<file path="config.mk">
export PLATFORM = sky130hd
export DESIGN_NAME = ldx_exec
export DESIGN_NICKNAME = d
export VERILOG_FILES = /design/src/rtl/ldx_pkg.sv /design/src/rtl/ldx_decode.sv /design/src/rtl/ldx_regfile.sv /design/src/rtl/ldx_sequencer.sv /design/src/rtl/ldx_exec.sv
export SDC_FILE = /design/constraint.sdc
export NUM_CORES = 1
export LEC_CHECK = 0
export ABC_AREA = 1
export CORE_AREA = 2 2 86 171
export DETAILED_ROUTE_END_ITERATION = 6
export DIE_AREA = 0 0 88 173
export PLACE_DENSITY = 0.64
export SYNTH_ARGS = -nofsm -noshare
export SYNTH_HDL_FRONTEND = slang
export SYNTH_SLANG_ARGS = --single-unit
</file>
<file path="constraint.sdc">
create_clock -name clk -period 1.5 [get_ports clk]
set_input_delay 0.3 -clock clk [delete_from_list [all_inputs] [get_ports clk]]
set_output_delay 0.3 -clock clk [all_outputs]
set_load 0.01 [all_outputs]
</file>
<file path="src/rtl/ldx_pkg.sv">
// Shared types for the load executor.
// Assumes 8-bit opcodes with 3-bit operand fields at bits 5:3 and 2:0.
package ldx_pkg;

    localparam int          CODE_W   = 3;
    localparam logic [2:0]  CODE_MEM = 3'b110;
    localparam logic [7:0]  OP_STOP  = 8'h76;

    typedef enum logic [2:0] {
        ST_FETCH = 3'd0,
        ST_IMM   = 3'd1,
        ST_MRD   = 3'd2,
        ST_MWR   = 3'd3,
        ST_HALT  = 3'd4
    } seq_state_t;

    typedef struct packed {
        logic              reg_copy;
        logic              mem_src;
        logic              mem_dst;
        logic              imm;
        logic              stop;
        logic              unsup;
        logic [CODE_W-1:0] dst;
        logic [CODE_W-1:0] src;
    } dec_t;

endpackage

</file>
<file path="src/rtl/ldx_decode.sv">
// Opcode classifier: splits a fetched byte into the load kinds the
// sequencer handles. Purely combinational; assumes an 8-bit opcode.
module ldx_decode
    import ldx_pkg::*;
#(
    parameter int DATA_W = 8
) (
    input  logic [DATA_W-1:0] opcode,
    output dec_t              dec
);

    localparam int SRC_LO = 0;
    localparam int DST_LO = SRC_LO + CODE_W;
    localparam int GRP_LO = DST_LO + CODE_W;

    logic [1:0]        grp;
    logic [CODE_W-1:0] f_dst;
    logic [CODE_W-1:0] f_src;

    assign grp   = opcode[GRP_LO +: 2];
    assign f_dst = opcode[DST_LO +: CODE_W];
    assign f_src = opcode[SRC_LO +: CODE_W];

    // Classify the opcode into exactly one kind
    always_comb begin
        dec          = '0;
        dec.dst      = f_dst;
        dec.src      = f_src;
        if (grp == 2'b01) begin
            if (opcode == DATA_W'(OP_STOP))  dec.stop     = 1'b1;
            else if (f_src == CODE_MEM)      dec.mem_src  = 1'b1;
            else if (f_dst == CODE_MEM)      dec.mem_dst  = 1'b1;
            else                             dec.reg_copy = 1'b1;
        end else if (grp == 2'b00 && f_src == CODE_MEM) begin
            dec.imm = 1'b1;
        end else begin
            dec.unsup = 1'b1;
        end
    end

endmodule

</file>
<file path="src/rtl/ldx_regfile.sv">
// Working register bank indexed by operand code. The memory code has no
// storage and reads as zero. One write port, one selectable read port,
// plus dedicated H and L taps for address formation.
module ldx_regfile
    import ldx_pkg::*;
#(
    parameter int DATA_W    = 8,
    parameter int NUM_CODES = 8,
    parameter int H_CODE    = 4,
    parameter int L_CODE    = 5
) (
    input  logic              clk,
    input  logic              rst_n,
    input  logic              we,
    input  logic [CODE_W-1:0] wsel,
    input  logic [DATA_W-1:0] wdata,
    input  logic [CODE_W-1:0] rsel,
    output logic [DATA_W-1:0] rdata,
    output logic [DATA_W-1:0] h_q,
    output logic [DATA_W-1:0] l_q
);

    logic [NUM_CODES-1:0][DATA_W-1:0] bank;

    for (genvar i = 0; i < NUM_CODES; i++) begin : g_slot
        if (i == int'(CODE_MEM)) begin : g_mem
            assign bank[i] = '0;
        end else begin : g_reg
            logic [DATA_W-1:0] q;
            // Hold one register; clear on reset, load when selected
            always_ff @(posedge clk) begin
                if (!rst_n)                               q <= '0;
                else if (we && wsel == CODE_W'(i))        q <= wdata;
            end
            assign bank[i] = q;
        end
    end

    assign rdata = bank[rsel];
    assign h_q   = bank[H_CODE];
    assign l_q   = bank[L_CODE];

endmodule

</file>
<file path="src/rtl/ldx_sequencer.sv">
// Machine-cycle sequencer: fetches opcodes and constants, performs the
// indirect read or write through {H,L}, and drives register writeback.
// Assumes combinational memory: mem_rdata is valid for mem_addr in-cycle.
module ldx_sequencer
    import ldx_pkg::*;
#(
    parameter int DATA_W = 8,
    parameter int ADDR_W = 16
) (
    input  logic              clk,
    input  logic              rst_n,
    input  dec_t              dec,
    input  logic [DATA_W-1:0] mem_rdata,
    input  logic [DATA_W-1:0] src_data,
    input  logic [ADDR_W-1:0] hl_addr,
    output logic [ADDR_W-1:0] mem_addr,
    output logic              mem_rd,
    output logic              mem_wr,
    output logic [DATA_W-1:0] mem_wdata,
    output logic              rf_we,
    output logic [CODE_W-1:0] rf_wsel,
    output logic [DATA_W-1:0] rf_wdata,
    output logic              instr_done,
    output logic              unsupported,
    output logic              halt,
    output logic [ADDR_W-1:0] pc_now
);

    seq_state_t        state_q, state_d;
    logic [ADDR_W-1:0] pc_q;
    logic              pc_inc;
    logic [CODE_W-1:0] dst_q;
    logic              dst_load;
    logic [DATA_W-1:0] hold_q, hold_d;
    logic              hold_load;

    // Next-state, memory strobes and writeback controls per machine cycle
    always_comb begin
        state_d     = state_q;
        mem_addr    = pc_q;
        mem_rd      = 1'b0;
        mem_wr      = 1'b0;
        mem_wdata   = hold_q;
        rf_we       = 1'b0;
        rf_wsel     = dec.dst;
        rf_wdata    = src_data;
        instr_done  = 1'b0;
        unsupported = 1'b0;
        pc_inc      = 1'b0;
        dst_load    = 1'b0;
        hold_load   = 1'b0;
        hold_d      = src_data;
        unique case (state_q)
            ST_FETCH: begin
                mem_rd = 1'b1;
                pc_inc = 1'b1;
                if (dec.reg_copy) begin
                    rf_we      = 1'b1;
                    instr_done = 1'b1;
                end else if (dec.mem_src) begin
                    dst_load = 1'b1;
                    state_d  = ST_MRD;
                end else if (dec.mem_dst) begin
                    hold_load = 1'b1;
                    state_d   = ST_MWR;
                end else if (dec.imm) begin
                    dst_load = 1'b1;
                    state_d  = ST_IMM;
                end else if (dec.stop) begin
                    state_d = ST_HALT;
                end else begin
                    unsupported = 1'b1;
                end
            end
            ST_IMM: begin
                mem_rd = 1'b1;
                pc_inc = 1'b1;
                if (dst_q == CODE_MEM) begin
                    hold_load = 1'b1;
                    hold_d    = mem_rdata;
                    state_d   = ST_MWR;
                end else begin
                    rf_we      = 1'b1;
                    rf_wsel    = dst_q;
                    rf_wdata   = mem_rdata;
                    instr_done = 1'b1;
                    state_d    = ST_FETCH;
                end
            end
            ST_MRD: begin
                mem_addr   = hl_addr;
                mem_rd     = 1'b1;
                rf_we      = 1'b1;
                rf_wsel    = dst_q;
                rf_wdata   = mem_rdata;
                instr_done = 1'b1;
                state_d    = ST_FETCH;
            end
            ST_MWR: begin
                mem_addr   = hl_addr;
                mem_wr     = 1'b1;
                instr_done = 1'b1;
                state_d    = ST_FETCH;
            end
            default: begin
                state_d = ST_HALT;
            end
        endcase
    end

    // Sequencer state and program counter
    always_ff @(posedge clk) begin
        if (!rst_n) begin
            state_q <= ST_FETCH;
            pc_q    <= '0;
        end else begin
            state_q <= state_d;
            if (pc_inc) pc_q <= pc_q + 1'b1;
        end
    end

    // Latched destination code and pending write byte for later cycles
    always_ff @(posedge clk) begin
        if (!rst_n) begin
            dst_q  <= '0;
            hold_q <= '0;
        end else begin
            if (dst_load)  dst_q  <= dec.dst;
            if (hold_load) hold_q <= hold_d;
        end
    end

    assign halt   = (state_q == ST_HALT);
    assign pc_now = pc_q;

endmodule

</file>
<file path="src/rtl/ldx_exec.sv">
// Top of the load executor: decoder on the memory read bus, register
// bank, and machine-cycle sequencer. One memory access per clock.
module ldx_exec
    import ldx_pkg::*;
#(
    parameter int DATA_W = 8,
    parameter int ADDR_W = 16
) (
    input  logic              clk,
    input  logic              rst_n,
    input  logic [DATA_W-1:0] mem_rdata,
    output logic [ADDR_W-1:0] mem_addr,
    output logic              mem_rd,
    output logic              mem_wr,
    output logic [DATA_W-1:0] mem_wdata,
    output logic              instr_done,
    output logic              unsupported,
    output logic              halt
);

    dec_t              dec;
    logic              rf_we;
    logic [CODE_W-1:0] rf_wsel;
    logic [DATA_W-1:0] rf_wdata;
    logic [DATA_W-1:0] src_data;
    logic [DATA_W-1:0] h_q, l_q;
    logic [ADDR_W-1:0] hl_addr;
    logic [ADDR_W-1:0] pc_now;

    assign hl_addr = ADDR_W'({h_q, l_q});

    ldx_decode #(.DATA_W(DATA_W)) u_decode (
        .opcode (mem_rdata),
        .dec    (dec)
    );

    ldx_regfile #(.DATA_W(DATA_W)) u_regs (
        .clk   (clk),
        .rst_n (rst_n),
        .we    (rf_we),
        .wsel  (rf_wsel),
        .wdata (rf_wdata),
        .rsel  (dec.src),
        .rdata (src_data),
        .h_q   (h_q),
        .l_q   (l_q)
    );

    ldx_sequencer #(.DATA_W(DATA_W), .ADDR_W(ADDR_W)) u_seq (
        .clk         (clk),
        .rst_n       (rst_n),
        .dec         (dec),
        .mem_rdata   (mem_rdata),
        .src_data    (src_data),
        .hl_addr     (hl_addr),
        .mem_addr    (mem_addr),
        .mem_rd      (mem_rd),
        .mem_wr      (mem_wr),
        .mem_wdata   (mem_wdata),
        .rf_we       (rf_we),
        .rf_wsel     (rf_wsel),
        .rf_wdata    (rf_wdata),
        .instr_done  (instr_done),
        .unsupported (unsupported),
        .halt        (halt),
        .pc_now      (pc_now)
    );

endmodule

</file>
==> results.md, run 1 <==
* DRC violation count after routing: 0
* Crit-path slowest cell: dfxtp_2
* result of the run: finished with violations
* # rows: 61
* violated checks: negative setup slack
* critical path start-end classification: reg2reg
* clock tree from TritonCTS: yes
* reported leakage power: 3.455 nW
* number of standard cells after synthesis: 793
* global-route wire length before repair: 27.16 mm
* type of the tightest min-delay check: in2reg
* arrival time at the worst endpoint: 2.11 ns
* Die W: 88 um
* count of buffering cells on the critical path with inverters included: 5
* Critical Path Source Type: register
* Congestion Overflow GR: 0
* Die Area: 15220 um2
* area grow syn2layout: 56.41%
* crit-path max cell delay: 0.36 ns
* count of yosys warnings during synthesis: 0
* net total in the final layout: 959
* detailed-router iteration count before antenna repair: 5
* startpoint of the worst register-to-register path: u_seq.state_q[2]$_SDFFE_PN0P_
* cell at the root of the clock tree: clkbuf_16
* y dimension of the die: 173 um
* Total Routing Usage GR: 23.14%
* post-synthesis net count: 804
* maximum fanout count along the critical path: 8
* crit share post-route: 121.7%
* clock buffers created by TritonCTS: 9
* Final Hold Viols: 0
* fraction of the yosys area taken by sequential cells: 35.83%
* worst endpoint required time: 1.78 ns
* setup repair after global routing missed its margin: yes
* weighted congestion reported at the end of routability-driven placement: 0.9159
* fraction of layout instances using a drive strength above 1: 34.66%
* n_diodes: 0
* fraction of the mapped netlist area in adder cells: 0.2604%
* sum of net half-perimeters after detailed placement: 11.55 mm
* H-Tree Depth: 3
* Compound-Gate Fraction of Synth Area: 6.276%
* final count of pins violating max slew: 0
* maximum buffer depth of the clock tree: 2
* IO Count: 39
* number of antenna violations at the first check in global routing: 0
* overall routed net length: 18.93 mm
* synthesized flop and latch total: 86
* count of port buffers added during placement: 38
* clock latency on the worst-skew pair: 0.35 ns
* vias per inst: 5.014
* number of hold buffers added after CTS: 0
* family with the most delay on the worst path: simple AND/OR/NAND/NOR gates
* CTS sink count: 86
* Worst slew margin: 73.30%
* largest area contributor in the synthesized netlist: dfxtp_1
* cell types occupying the most area after synthesis: dfxtp_1 (36%), nand2_1 (21%), nor2_1 (12%)
* commonest non-fill, non-tap cell in the layout: nand2_1
* remaining antenna violation count: 0
* minimum setup slack in the final design: -0.3256 ns
* largest net degree at the start of global routing: 73
* via count of the first global-routing pass: 5410
* post-DR wirelength/cell: 16.59 um
* simple logic cell fraction of the synthesized area: 47.27%
* Power Dens Cells: 789.5 nW/um2
* count of filler cells inserted in the layout: 1260
* Core Region: 13810 um2
* Clock transition at path regs: 0.07 ns
* Final Skew: 0.01491 ns
* initial drt markers: 264
* launch instance of the worst min-delay path: mem_rdata[5]
* post-detailed-placement cell area: 6176 um2
* worst hold slack after final layout: 0.4180 ns
* peak supply drop: 0.0004982 V
* cell area after layout: 7515 um2
* TNS Setup: -19.71 ns
* Worst Setup End Kind: register
* Netlist Area Pre-Place: 4805 um2
* dominant combinational cell family by area after synthesis: simple AND/OR/NAND/NOR gates
* actual slew at the worst max-slew pin: 0.3974 ns
* via count of the routed design: 5721
* initial cell density of the core: 34.78%
* sequence of cells on the critical path: clkinv_4 > buf_6 > nand3_4 > inv_4 > buf_6 > nand2_4 > nand3_4 > nor2_4 > buf_12 > nand2_8 > nand2_1 > nand2_1 > nor2_1
* multiplexer area fraction after synthesis: 0%
* top library cells by usage in the layout, fill and taps aside: nand2_1 (210), nor2_1 (126), buf_4 (93)
* area share of the leading cell type in the synthesized netlist: 35.83%
* Design Power: 5.933 mW
* mean area per synthesized cell: 6.059 um2
* post-route core utilization: 54.40%
* final number of setup-violating endpoints: 89
* origin of the worst setup path: u_seq.state_q[2]$_SDFFE_PN0P_
* maximum clock frequency: 0.5478 GHz
* minimum period implied by the final worst setup slack: 1.826 ns
* max_cap viols: 0
* Unique masters post-synth: 30
* parity-gate share of the synthesized area counting xor and xnor cells: 0.3646%
[what timing repair did]
action	in CTS	in global routing
gates resized for setup	220	116
setup buffers	6	13
gates cloned	6	4
pin swaps	31	49
setup endpoints to repair	106	104
[layout make-up]
type	count	area [um2]	share of cell area, %
clock inverters	6	68.82	0.9158
inverters	87	334.1	4.446
flip-flops and latches	86	1734	23.08
clock buffers	9	225.2	2.997
well taps	189	236.5	3.147
repair buffers	167	1534	20.41
multi-input cells	597	3382	45.00
[stage by stage]
step / cells / setup WS (ns)
finish: 1141 / -0.3256
global route: 1141 / -0.3907
CTS: 1124 / -0.2033
detailed placement: 1097 / -0.8363
global placement: 1097 / -0.8386
floorplan: 793 / -0.04423
[tightest hold or removal path: stages]
cell,delay (ns)
dlymetal6s2s_1,0.13
buf_6,0.13
o21ai_1,0.07
a21oi_1,0.10
[where the power goes]
group          switching, mW  internal [mW]
clock network          0.983           1.29
logic                  0.743          0.522
registers             0.0453           2.35
total                   1.77           4.16
[routing by layer]
layer  up-vias  share of wire (%)  global-route usage (%)  wire (um)
li1       2773                  -                       -          -
met1      2673                 32                   22.14       6106
met2       187                 55                   44.38      10340
met3        88                4.9                   3.294        927
met4         0                8.2                   13.08       1554
met5         -                  0                       0          0
[path summary, 6_finish.rpt]
kind                                                    to  slack (ns)  cells after the start
setup / recovery                u_regs.h_q[5]$_SDFFE_PN0P_       -0.33                     13
hold reg to reg   u_regs.g_slot[3].g_reg.q[3]$_SDFFE_PN0P_        0.47                      2
setup reg to reg                u_regs.h_q[5]$_SDFFE_PN0P_       -0.33                     13
hold / removal                 u_seq.dst_q[2]$_SDFFE_PN0P_        0.42                      4
[registers in the layout (all words and copies together) (netlist names)]
signal,flops
u_seq.pc_now,16
u_regs.h_q,8
u_seq.dst_q,3
u_regs.g_slot.g_reg.q,40
u_seq.mem_wdata,8
u_regs.l_q,8
u_seq.state_q,3
[cell usage after synthesis]
cell type and number:
nor2_1 148, inv_2 1, buf_4 1, buf_2 3
nand3_2 1, nor2_2 3, ha_1 1, o211ai_1 3
a21oi_1 17, nor2_4 2, nand2_2 8, xor2_1 2
nor2_8 4, nor3_1 8, nand2_4 1, nand2_8 1
nand3_1 80, a31oi_1 5, dfxtp_1 86, a211oi_1 2
clkbuf_1 14, buf_6 5, clkinv_1 1, inv_1 85
nand4_1 3, o21a_1 1, nand2_1 268, o21ai_0 28
nand3b_1 5, buf_1 6
[cells by family after synthesis]
| family | Yosys count |
|---|---|
| and+or+nand+nor | 532 |
| adders and majority gates | 1 |
| DFF | 86 |
| AOI/OAI and AO/OA | 56 |
| buffers and inverters | 116 |
| xor gates and xnor gates | 2 |
(Power assumes the default switching activity.)
==> run 2: changes to the inputs <==
--- a/config.mk
+++ b/config.mk
@@ -6,9 +6,10 @@
 export NUM_CORES = 1
 export LEC_CHECK = 0
 export ABC_AREA = 1
-export CORE_AREA = 2 2 86 171
+export CAP_MARGIN = 15
+export CORE_AREA = 2 2 121 123
 export DETAILED_ROUTE_END_ITERATION = 6
-export DIE_AREA = 0 0 88 173
+export DIE_AREA = 0 0 123 125
 export PLACE_DENSITY = 0.64
 export SYNTH_ARGS = -nofsm -noshare
 export SYNTH_HDL_FRONTEND = slang
==> run 2 against run 1 <==
- the flow still finishes with violations (negative setup slack)
- sequential cell count unchanged
- hold slack worse by 0.0049 ns
- cell area down 1.6%
- die area up 0.99%
- critical endpoint is now u_regs.g_slot[7].g_reg.q[7]$_SDFFE_PN0P_
- final cell count down 1.2%
==> results.md, run 2 (synthesis gave the netlist of run 1 again) <==
* area grow syn2layout: 53.96%, was 56.41%
* weighted congestion reported at the end of routability-driven placement: 0.8635, was 0.9159
* worst hold path endpoint: u_seq.pc_now[14]$_SDFFE_PN0P_, was u_seq.dst_q[2]$_SDFFE_PN0P_
* startpoint of the worst register-to-register path: u_seq.state_q[2]$_SDFFE_PN0P_, unchanged
* initial cell density of the core: 33.83%, was 34.78%
* overall routed net length: 16.70 mm, was 18.93 mm
* minimum period implied by the final worst setup slack: 1.808 ns, was 1.826 ns
* setup repair after global routing missed its margin: yes, unchanged
* sequence of cells on the critical path: inv_4 > buf_6 > nand3_4 > buf_8 > nand2_8 > nand2_4 > nand2_4 > buf_6 > nor2_4 > nand2_2 > buf_12 > nor2_1 > nor2_1, was clkinv_4 > buf_6 > nand3_4 > inv_4 > buf_6 > nand2_4 > nand3_4 > nor2_4 > buf_12 > nand2_8 > nand2_1 > nand2_1 > nor2_1
* initial drt markers: 420, was 264
* launch instance of the worst min-delay path: rst_n, was mem_rdata[5]
* DRC violation count after routing: 0, unchanged
* crit share post-route: 120.5%, was 121.7%
* Power Dens Cells: 799.8 nW/um2, was 789.5 nW/um2
* critical path start-end classification: reg2reg, unchanged
* post-route core utilization: 52.08%, was 54.40%
* cell at the root of the clock tree: clkbuf_16, unchanged
* maximum buffer depth of the clock tree: 2, unchanged
* final number of setup-violating endpoints: 91, was 89
* net total in the final layout: 949, was 959
* count of port buffers added during placement: 38, unchanged
* y dimension of the die: 125 um, was 173 um
* maximum clock frequency: 0.5531 GHz, was 0.5478 GHz
* IO Count: 39, unchanged
* commonest non-fill, non-tap cell in the layout: nand2_1, unchanged
* Core Region: 14200 um2, was 13810 um2
* Final Skew: 0.007874 ns, was 0.01491 ns
* # rows: 44, was 61
* Crit-path slowest cell: dfxtp_2, unchanged
* fraction of layout instances using a drive strength above 1: 35.42%, was 34.66%
* Design Power: 5.916 mW, was 5.933 mW
* violated checks: negative setup slack, unchanged
* top library cells by usage in the layout, fill and taps aside: nand2_1 (215), nor2_1 (110), buf_4 (85), was nand2_1 (210), nor2_1 (126), buf_4 (93)
* number of hold buffers added after CTS: 0, unchanged
* H-Tree Depth: 3, unchanged
* minimum setup slack in the final design: -0.3080 ns, was -0.3256 ns
* Critical Path Source Type: register, unchanged
* reported leakage power: 3.336 nW, was 3.455 nW
* via count of the first global-routing pass: 4969, was 5410
* global-route wire length before repair: 25.21 mm, was 27.16 mm
* detailed-router iteration count before antenna repair: 5, unchanged
* number of antenna violations at the first check in global routing: 0, unchanged
* post-DR wirelength/cell: 14.82 um, was 16.59 um
* Worst Setup End Kind: register, unchanged
* max_cap viols: 0, unchanged
* Congestion Overflow GR: 0, unchanged
* via count of the routed design: 5481, was 5721
* n_diodes: 0, unchanged
* clock tree from TritonCTS: yes, unchanged
* peak supply drop: 0.0005397 V, was 0.0004982 V
* sum of net half-perimeters after detailed placement: 10.08 mm, was 11.55 mm
* Final Hold Viols: 0, unchanged
* clock latency on the worst-skew pair: 0.35 ns, about the same
* Clock transition at path regs: 0.06 ns, was 0.07 ns
* vias per inst: 4.863, was 5.014
* Largest register FFs: 40, unchanged
* maximum fanout count along the critical path: 16, was 8
* Worst slew margin: 76.37%, was 73.30%
* actual slew at the worst max-slew pin: 0.3544 ns, was 0.3974 ns
* type of the tightest min-delay check: in2reg, unchanged
* clock buffers created by TritonCTS: 9, unchanged
* endpoint of the lowest-slack register-to-register path: u_regs.g_slot[7].g_reg.q[7]$_SDFFE_PN0P_, was u_regs.h_q[5]$_SDFFE_PN0P_
* Total Routing Usage GR: 21.09%, was 23.14%
* Die W: 123 um, was 88 um
* crit-path max cell delay: 0.36 ns, about the same
* most flop-heavy register: u_regs.g_slot.g_reg.q, unchanged
* Die Area: 15380 um2, was 15220 um2
* count of buffering cells on the critical path with inverters included: 5, unchanged
* Register-to-Register Setup Slack: -0.31 ns, was -0.33 ns
* CTS sink count: 86, unchanged
* Min-Delay Path Depth: 3, was 4
* largest net degree at the start of global routing: 73, unchanged
* arrival time at the worst endpoint: 2.05 ns, was 2.11 ns
* final count of pins violating max slew: 0, unchanged
* result of the run: finished with violations, unchanged
* family with the most delay on the worst path: simple AND/OR/NAND/NOR gates, unchanged
* R2R cell count: 13, unchanged
* remaining antenna violation count: 0, unchanged
* worst endpoint required time: 1.75 ns, was 1.78 ns
run 2: cell count changes in the layout (fill, tap and decap cells not counted), moves of 5 or more:
cell	previous run	this run
buf_12	12	5
buf_4	93	85
buf_6	18	23
inv_2	11	4
inv_4	1	7
nand2_1	210	215
nand2_4	20	15
nand3_1	65	58
nand3_2	7	13
nor2_1	126	110
nor2_2	9	26
o21ai_1	2	12
o21ai_2	16	10
run 2: per-layer routing:
metal  part of all wire [%]  track usage [%]
met1                     43            27.06
met2                     50            35.13
met3                    5.3            4.151
met4                    2.2            7.152
met5                      0                0
run 2: repair_timing:
action                                  in CTS  in global routing
endpoints found under the setup margin     105                106
pin swaps                                   18                 46
buffers inserted                            19                  6
gates resized for setup                    168                193
cloned                                       6                  2
run 2: area by class of cell:
cell class,count,area [um2]
fillers,1353,6807
multi-input cells,596,3390
flip-flops and latches,86,1733
repair buffers,158,1379
inverters,87,364.1
clock buffers,12,256.5
well taps,184,230.2
clock inverters,4,45.04
run 2: worst max-delay path by stage:
| stage | cells past startpoint | start | endpoint | slack, ns |
|---|---|---|---|---|
| floorplan | 12 | u_seq.state_q[2]$_SDFFE_PN0P_ | u_regs.g_slot[1].g_reg.q[6]$_SDFFE_PN0P_ | -0.04 |
| global placement | 12 | mem_rdata[0] | u_regs.g_slot[0].g_reg.q[3]$_SDFFE_PN0P_ | -0.75 |
| detailed placement | 12 | mem_rdata[0] | u_regs.g_slot[1].g_reg.q[7]$_SDFFE_PN0P_ | -0.76 |
| CTS | 7 | u_seq.state_q[2]$_SDFFE_PN0P_ | instr_done | -0.30 |
| global route | 13 | u_seq.state_q[2]$_SDFFE_PN0P_ | u_regs.g_slot[7].g_reg.q[5]$_SDFFE_PN0P_ | -0.39 |
| finish | 13 | u_seq.state_q[2]$_SDFFE_PN0P_ | u_regs.g_slot[7].g_reg.q[7]$_SDFFE_PN0P_ | -0.31 |
run 2: report_power, final:
part / total [mW] / switching (mW) / leakage (nW) / internal, mW
combinational: 1.21 / 0.719 / 2.49 / 0.494
sequential: 2.40 / 0.0501 / 0.698 / 2.35
clock: 2.31 / 0.933 / 0.152 / 1.37
total: 5.92 / 1.70 / 3.34 / 4.21
run 2: tightest hold or removal path, cell delays in order:
cell     delay, ns
buf_2         0.11
inv_1         0.16
a21oi_1       0.15
run 2: stage by stage:
step	cells	hold WS, ns	setup TNS [ns]	setup slack [ns]	cell area, um2
after global placement	1078	0.4611	-53.00	-0.7479	6040
after floorplan	793	0.4503	-0.8371	-0.04423	4843
final	1127	0.4131	-17.87	-0.3080	7397
after CTS	1119	0.3874	-16.53	-0.2981	6780
after detailed placement	1078	0.4657	-53.78	-0.7637	6040
after global routing	1127	0.4414	-24.86	-0.3950	7397
